`src/rtl/irqc_pkg.sv`:
```
package irqc_pkg;

    localparam int unsigned DATA_W  = 32;
    localparam int unsigned LANES   = DATA_W / 8;
    localparam int unsigned ADDR_W  = 2;

    localparam int unsigned BIT_RX_DMA   = 31;
    localparam int unsigned BIT_HW_ERR   = 29;
    localparam int unsigned BIT_RX_TICK  = 28;
    localparam int unsigned BIT_ALIVE    = 0;

    typedef enum logic [ADDR_W-1:0] {
        REG_CAUSE = 2'd0,
        REG_MASK  = 2'd1,
        REG_HOLD  = 2'd2,
        REG_NONE  = 2'd3
    } reg_sel_e;

    typedef struct packed {
        logic [7:0] interval;
        logic [7:0] delay;
    } hold_cfg_t;

    function automatic logic [DATA_W-1:0] lane_mask(input logic [LANES-1:0] be);
        logic [DATA_W-1:0] m;
        for (int i = 0; i < LANES; i++) begin
            m[i*8 +: 8] = {8{be[i]}};
        end
        return m;
    endfunction

    function automatic logic [DATA_W-1:0] lane_merge(input logic [DATA_W-1:0] old_v,
                                                     input logic [DATA_W-1:0] new_v,
                                                     input logic [LANES-1:0]  be);
        logic [DATA_W-1:0] m;
        m = lane_mask(be);
        return (old_v & ~m) | (new_v & m);
    endfunction

endpackage

```
`src/rtl/irqc_unit_tick.sv`:
```
module irqc_unit_tick #(
    parameter int unsigned CYC_PER_UNIT = 4000
) (
    input  logic clk,
    input  logic rst,
    input  logic run,
    output logic tick
);
    localparam int unsigned CW = (CYC_PER_UNIT > 1) ? $clog2(CYC_PER_UNIT) : 1;
    localparam logic [CW-1:0] LAST = CW'(CYC_PER_UNIT - 1);

    logic [CW-1:0] cnt;

    assign tick = run && (cnt == LAST);

    always_ff @(posedge clk) begin
        if (rst || !run) begin
            cnt <= '0;
        end else if (tick) begin
            cnt <= '0;
        end else begin
            cnt <= cnt + 1'b1;
        end
    end
endmodule

```
`src/rtl/irqc_holdoff.sv`:
```
module irqc_holdoff #(
    parameter int unsigned CYC_PER_UNIT = 4000
) (
    input  logic       clk,
    input  logic       rst,
    input  logic       pending,
    input  logic       bypass,
    input  logic [7:0] delay,
    output logic       fire
);
    logic       armed;
    logic       tick;
    logic       expire;
    logic [7:0] units;

    assign armed  = pending && !fire && (delay != 8'd0);
    assign expire = armed && tick && (units == delay - 8'd1);

    irqc_unit_tick #(.CYC_PER_UNIT(CYC_PER_UNIT)) u_tick (
        .clk  (clk),
        .rst  (rst),
        .run  (armed),
        .tick (tick)
    );

    always_ff @(posedge clk) begin
        if (rst || !armed) begin
            units <= '0;
        end else if (tick) begin
            units <= units + 8'd1;
        end
    end

    always_ff @(posedge clk) begin
        if (rst) begin
            fire <= 1'b0;
        end else if (expire || bypass) begin
            fire <= 1'b1;
        end else if (!pending) begin
            fire <= 1'b0;
        end
    end
endmodule

```
`src/rtl/irqc_periodic.sv`:
```
module irqc_periodic #(
    parameter int unsigned CYC_PER_UNIT = 4000
) (
    input  logic       clk,
    input  logic       rst,
    input  logic [7:0] interval,
    input  logic       restart,
    output logic       pulse
);
    logic       run;
    logic       tick;
    logic [7:0] units;

    assign run   = (interval != 8'd0) && !restart;
    assign pulse = run && tick && (units == interval - 8'd1);

    irqc_unit_tick #(.CYC_PER_UNIT(CYC_PER_UNIT)) u_tick (
        .clk  (clk),
        .rst  (rst),
        .run  (run),
        .tick (tick)
    );

    always_ff @(posedge clk) begin
        if (rst || !run || pulse) begin
            units <= '0;
        end else if (tick) begin
            units <= units + 8'd1;
        end
    end
endmodule

```
`src/rtl/irqc_regfile.sv`:
```
module irqc_regfile
    import irqc_pkg::*;
#(
    parameter logic [7:0] DELAY_RESET = 8'h40
) (
    input  logic                clk,
    input  logic                rst,
    input  logic                wr,
    input  logic [ADDR_W-1:0]   addr,
    input  logic [DATA_W-1:0]   wdata,
    input  logic [LANES-1:0]    be,
    input  logic [DATA_W-1:0]   set_vec,
    output logic [DATA_W-1:0]   cause,
    output logic [DATA_W-1:0]   mask,
    output hold_cfg_t           cfg,
    output logic                interval_wr,
    output logic [DATA_W-1:0]   rdata
);
    reg_sel_e          sel;
    logic [DATA_W-1:0] clr_vec;
    logic [DATA_W-1:0] cfg_word;
    logic [DATA_W-1:0] cfg_next;

    assign sel         = reg_sel_e'(addr);
    assign clr_vec     = (wr && sel == REG_CAUSE) ? (wdata & lane_mask(be)) : '0;
    assign cfg_word    = {16'd0, cfg};
    assign cfg_next    = lane_merge(cfg_word, wdata, be);
    assign interval_wr = wr && (sel == REG_HOLD) && be[1];

    always_ff @(posedge clk) begin
        if (rst) begin
            cause <= '0;
        end else begin
            cause <= (cause & ~clr_vec) | set_vec;
        end
    end

    always_ff @(posedge clk) begin
        if (rst) begin
            mask <= '0;
            cfg  <= '{interval: 8'd0, delay: DELAY_RESET};
        end else if (wr) begin
            if (sel == REG_MASK) begin
                mask <= lane_merge(mask, wdata, be);
            end
            if (sel == REG_HOLD) begin
                cfg <= hold_cfg_t'(cfg_next[15:0]);
            end
        end
    end

    always_comb begin
        case (sel)
            REG_CAUSE: rdata = cause;
            REG_MASK:  rdata = mask;
            REG_HOLD:  rdata = cfg_word;
            default:   rdata = '0;
        endcase
    end
endmodule

```
`src/rtl/irq_coalesce.sv`:
```
module irq_coalesce
    import irqc_pkg::*;
#(
    parameter int unsigned CYC_PER_UNIT = 4000,
    parameter logic [7:0]  DELAY_RESET  = 8'h40
) (
    input  logic              clk,
    input  logic              rst,
    input  logic              bus_wr,
    input  logic [1:0]        bus_addr,
    input  logic [31:0]       bus_wdata,
    input  logic [3:0]        bus_be,
    output logic [31:0]       bus_rdata,
    input  logic [31:0]       evt_set,
    input  logic              hipri_rx,
    output logic              irq_out
);
    logic [DATA_W-1:0] cause_q;
    logic [DATA_W-1:0] mask_q;
    logic [DATA_W-1:0] set_vec;
    hold_cfg_t         cfg;
    logic              interval_wr;
    logic              tick_pulse;
    logic              pending;
    logic              bypass;
    logic              fire;

    always_comb begin
        set_vec = evt_set;
        set_vec[BIT_RX_DMA]  = set_vec[BIT_RX_DMA]  | hipri_rx;
        set_vec[BIT_RX_TICK] = set_vec[BIT_RX_TICK] | tick_pulse;
    end

    irqc_regfile #(.DELAY_RESET(DELAY_RESET)) u_regs (
        .clk         (clk),
        .rst         (rst),
        .wr          (bus_wr),
        .addr        (bus_addr),
        .wdata       (bus_wdata),
        .be          (bus_be),
        .set_vec     (set_vec),
        .cause       (cause_q),
        .mask        (mask_q),
        .cfg         (cfg),
        .interval_wr (interval_wr),
        .rdata       (bus_rdata)
    );

    irqc_periodic #(.CYC_PER_UNIT(CYC_PER_UNIT)) u_periodic (
        .clk      (clk),
        .rst      (rst),
        .interval (cfg.interval),
        .restart  (interval_wr),
        .pulse    (tick_pulse)
    );

    assign pending = |(cause_q & mask_q);
    assign bypass  = hipri_rx && mask_q[BIT_RX_DMA];

    irqc_holdoff #(.CYC_PER_UNIT(CYC_PER_UNIT)) u_hold (
        .clk     (clk),
        .rst     (rst),
        .pending (pending),
        .bypass  (bypass),
        .delay   (cfg.delay),
        .fire    (fire)
    );

    assign irq_out = pending && (fire || (cfg.delay == 8'd0));
endmodule

```
`config.mk`:
```
export PLATFORM = sky130hd
export DESIGN_NAME = irq_coalesce
export DESIGN_NICKNAME = d
export VERILOG_FILES = /design/src/rtl/irqc_pkg.sv /design/src/rtl/irqc_unit_tick.sv /design/src/rtl/irqc_holdoff.sv /design/src/rtl/irqc_periodic.sv /design/src/rtl/irqc_regfile.sv /design/src/rtl/irq_coalesce.sv
export SDC_FILE = /design/constraint.sdc
export NUM_CORES = 1
export LEC_CHECK = 0
export BUFFER_PORTS_ARGS = -buffer_cell sky130_fd_sc_hd__buf_2
export CORE_MARGIN = 2
export CORE_UTILIZATION = 50
export DETAILED_ROUTE_END_ITERATION = 6
export GPL_TIMING_DRIVEN = 0
export MAX_ROUTING_LAYER = met4
export PLACE_DENSITY = 0.79
export SLEW_MARGIN = 10
export SYNTH_ARGS = -nofsm -noshare
export SYNTH_HDL_FRONTEND = slang
export SYNTH_SLANG_ARGS = --single-unit
```
`constraint.sdc`:
```
create_clock -name clk -period 4.6 [get_ports clk]
set_input_delay 0.46 -clock clk [delete_from_list [all_inputs] [get_ports clk]]
set_output_delay 0.46 -clock clk [all_outputs]
set_load 0.03 [all_outputs]
```
==> impl_metrics.py <==
metrics = {
    "run_status": {
        "status": "finished clean",
    },
    "flow_run": {
        "maxCapViolations": 0,
    },
    "placed_design": {
        "pre_cts_slack_ps": 1410,
        "place_area_sq_mm": 0.00653,
        "dp_hpwl_um": 11900,
        "portBuffers": 106,
        "gp_congestion": 0.876,
    },
    "synthesis": {
        "ys_seq_area_frac": 0.416,
        "ys_async_sr_fraction": 0,
        "ys_top_cells_by_area": "dfxtp_1, nand2_1, a21oi_1, mux2i_1, nor2_1",
        "yosysTopAreaCell": "dfxtp_1",
        "yosys_warnings": 0,
        "synth_fp_nets": 826,
        "yosys.area.top_type_share": 0.416,
        "synth_ff_type": "dfxtp_1",
        "ys_types": 51,
        "synthCells": 745,
        "ys_seq_elements": 121,
        "syn_avg_cell_area_sq_um": 7.81,
        "synthesis.area_sq_mm": 0.00582,
        "synth_edf_count": 0,
    },
    "floorplanning": {
        "initial_core_util": 0.512,
        "num_rows": 39,
        "num_io_pins": 107,
        "core_sq_mm": 0.0114,
        "die_h_um": 112,
        "dieArea_sq_mm": 0.0125,
        "fp.dieW_um": 112,
    },
    "grt": {
        "grtUsageMet2": 0.409,
        "antenna_found_initial": 1,
        "top_usage_layer": "met2",
        "grtUsageMet1": 0.368,
        "overflow": 0,
        "grt_pass1_vias": 5334,
        "grt_first_pass_wirelength_um": 26600,
        "grt_max_degree": 17,
        "grt_usage": 0.276,
        "met3_usage": 0.0642,
    },
    "final_layout": {
        "syn2layout_area_growth_pct": 22.0,
        "ff_latch_area_sq_mm": 0.00242,
        "final_common_cell": "nand2_1",
        "fillers": 1008,
        "multiInputGateArea_sq_mm": 0.00323,
        "nets": 951,
        "final_cell_mix": "nand2_1, dfxtp_1, buf_2",
        "drive_gt1_frac": 0.173,
        "stdcell_area_sq_mm": 0.00710,
    },
    "drt": {
        "wl_per_cell_um": 16.2,
        "drtIter0Drc": 621,
        "drt_wl_total_um": 16600,
        "drt_pass1_iterations": 6,
        "detail-route-antenna-nets": 0,
        "drc_errors": 0,
        "via_per_inst": 5.64,
        "vias": 5797,
    },
    "setup_path": {
        "cp_data_required_time_ps": 4140,
        "rr_worst_depth": 9,
        "crit_fanout": 10,
        "critPathLaunch": "bus_addr[0]",
        "startpoint_type": "input pin",
        "crit_arrival_ps": 2800,
        "cp-end-kind": "output port",
        "regToRegSetupSlack_ps": 2140,
        "worst-setup-path-type": "input pin to output port",
    },
    "timing": {
        "finalWorstSetupSlack_ps": 1340,
        "finalMaxSlewViolations": 0,
        "finalSetupTns_ps": 0,
        "fmax_mhz": 307,
        "hold_slack_ps": 243,
        "rsz0062_at_grt": "no",
        "skew_ps": 8.56,
        "hold_viol_final": 0,
        "tightest_slew_ps": 1190,
        "period_needed_ps": 3260,
        "max_slew_margin": 0.204,
        "setup_viol": 0,
        "finalCritPeriodShare": 0.708,
    },
    "clocking": {
        "cts-htree-levels": 4,
        "clk_pin_slew_ps": 60,
        "cts_buffer_depth": 2,
        "postCtsHoldBufs": 0,
        "numCtsBuffers": 17,
        "cts.repair.resized": 0,
        "clock_latency_ps": 420,
        "clock-sinks": 121,
        "tritoncts": "done",
        "cts_root_buffer": "clkbuf_16",
        "postCtsSetupRepairBufs": 0,
    },
    "worst_hold_path": {
        "hold_class": "input pin to flop",
        "hp-start": "evt_set[29]",
        "hold_depth": 3,
    },
    "pwr": {
        "power_leakage_nw": 2.76,
        "cellInternalPower_mw": 1.96,
        "seqPwrFrac": 0.422,
        "peakVddDrop_v": 0.000281,
        "power.switching_mw": 0.677,
        "power_density_mw_per_mm2": 371,
        "power_frac_comb": 0.094,
        "clkPwrFrac": 0.484,
        "switching_share": 0.257,
    },
}
==> worst paths after layout <==
path | end
setup reg to reg | u_regs.cause[28]
hold / removal | u_regs.cause[29]
setup / recovery | bus_rdata[6]
hold reg to reg | u_periodic.u_tick.cnt[0]
==> power groups by stage <==
| stage | Sequential, mW | Combinational, mW | Clock (mW) |
|---|---|---|---|
| floorplan | 1.12 | 0.152 | 0 |
| global placement | 1.13 | 0.242 | 0 |
| detailed placement | 1.13 | 0.244 | 0 |
| CTS | 1.11 | 0.246 | 1.28 |
| global route | 1.11 | 0.270 | 1.33 |
| finish | 1.11 | 0.248 | 1.27 |
==> metrics by stage <==
| step | instances | power [mW] | util |
|---|---|---|---|
| finish | 1027 | 2.63 | 0.624 |
| global route | 1027 | 2.72 | 0.624 |
| CTS | 1026 | 2.64 | 0.624 |
| detailed placement | 994 | 1.38 | 0.574 |
| global placement | 994 | 1.37 | 0.574 |
| floorplan | 745 | 1.27 | - |
==> cell usage after synthesis (all sizes together), types with 2 or more instances <==
cell type  count
and2           2
xor2          19
o21ai         26
nand4         12
clkbuf        28
inv            8
a22o           4
a21oi         94
a221oi         4
nand3         24
or3            7
o2111ai        2
o31ai          3
dfxtp        121
nor2          89
a22oi          9
or4            2
nor3          12
xnor2         24
and3          14
nand2        167
and4           3
nor4           3
mux2i         33
nand2b         5
ha             7
buf            5
nor2b          2
==> layout make-up <==
type,instances,share of cell area
clock buffer,22,0.0668
antenna,1,0.000353
inverter,8,0.00423
sequential,121,0.341
clock inverter,10,0.0132
timing repair buffer,106,0.0748
tap,143,0.0252
multi-input combinational,583,0.455
buffer,33,0.0192
==> cells by family (layout without fill, tap and decap cells) <==
logic type      after synthesis  count (layout)  synth area share
fa+ha+maj                     7               7            0.0151
other cells                   0               1                 0
mux                          34              34            0.0587
buf+inv                      41             179            0.0286
flops                       121             121             0.416
xor+xnor                     43              43            0.0647
simple gates                346             346             0.261
compound gates              153             153             0.156
==> layer usage <==
layer | routed length (um) | vias to the layer above
met3 | 1330 | 39
met5 | 0 | -
li1 | - | 2815
met1 | 7470 | 2674
met2 | 7310 | 269
met4 | 499 | 0
==> worst max-delay path, stage by stage <==
cell and delay (ps):
buf_2 110, clkbuf_1 360, nor2b_1 370, clkbuf_1 500, clkbuf_1 490, nand2_1 100
o21ai_0 150, buf_2 270
Note: power is estimated with default switching activity, not from simulation.
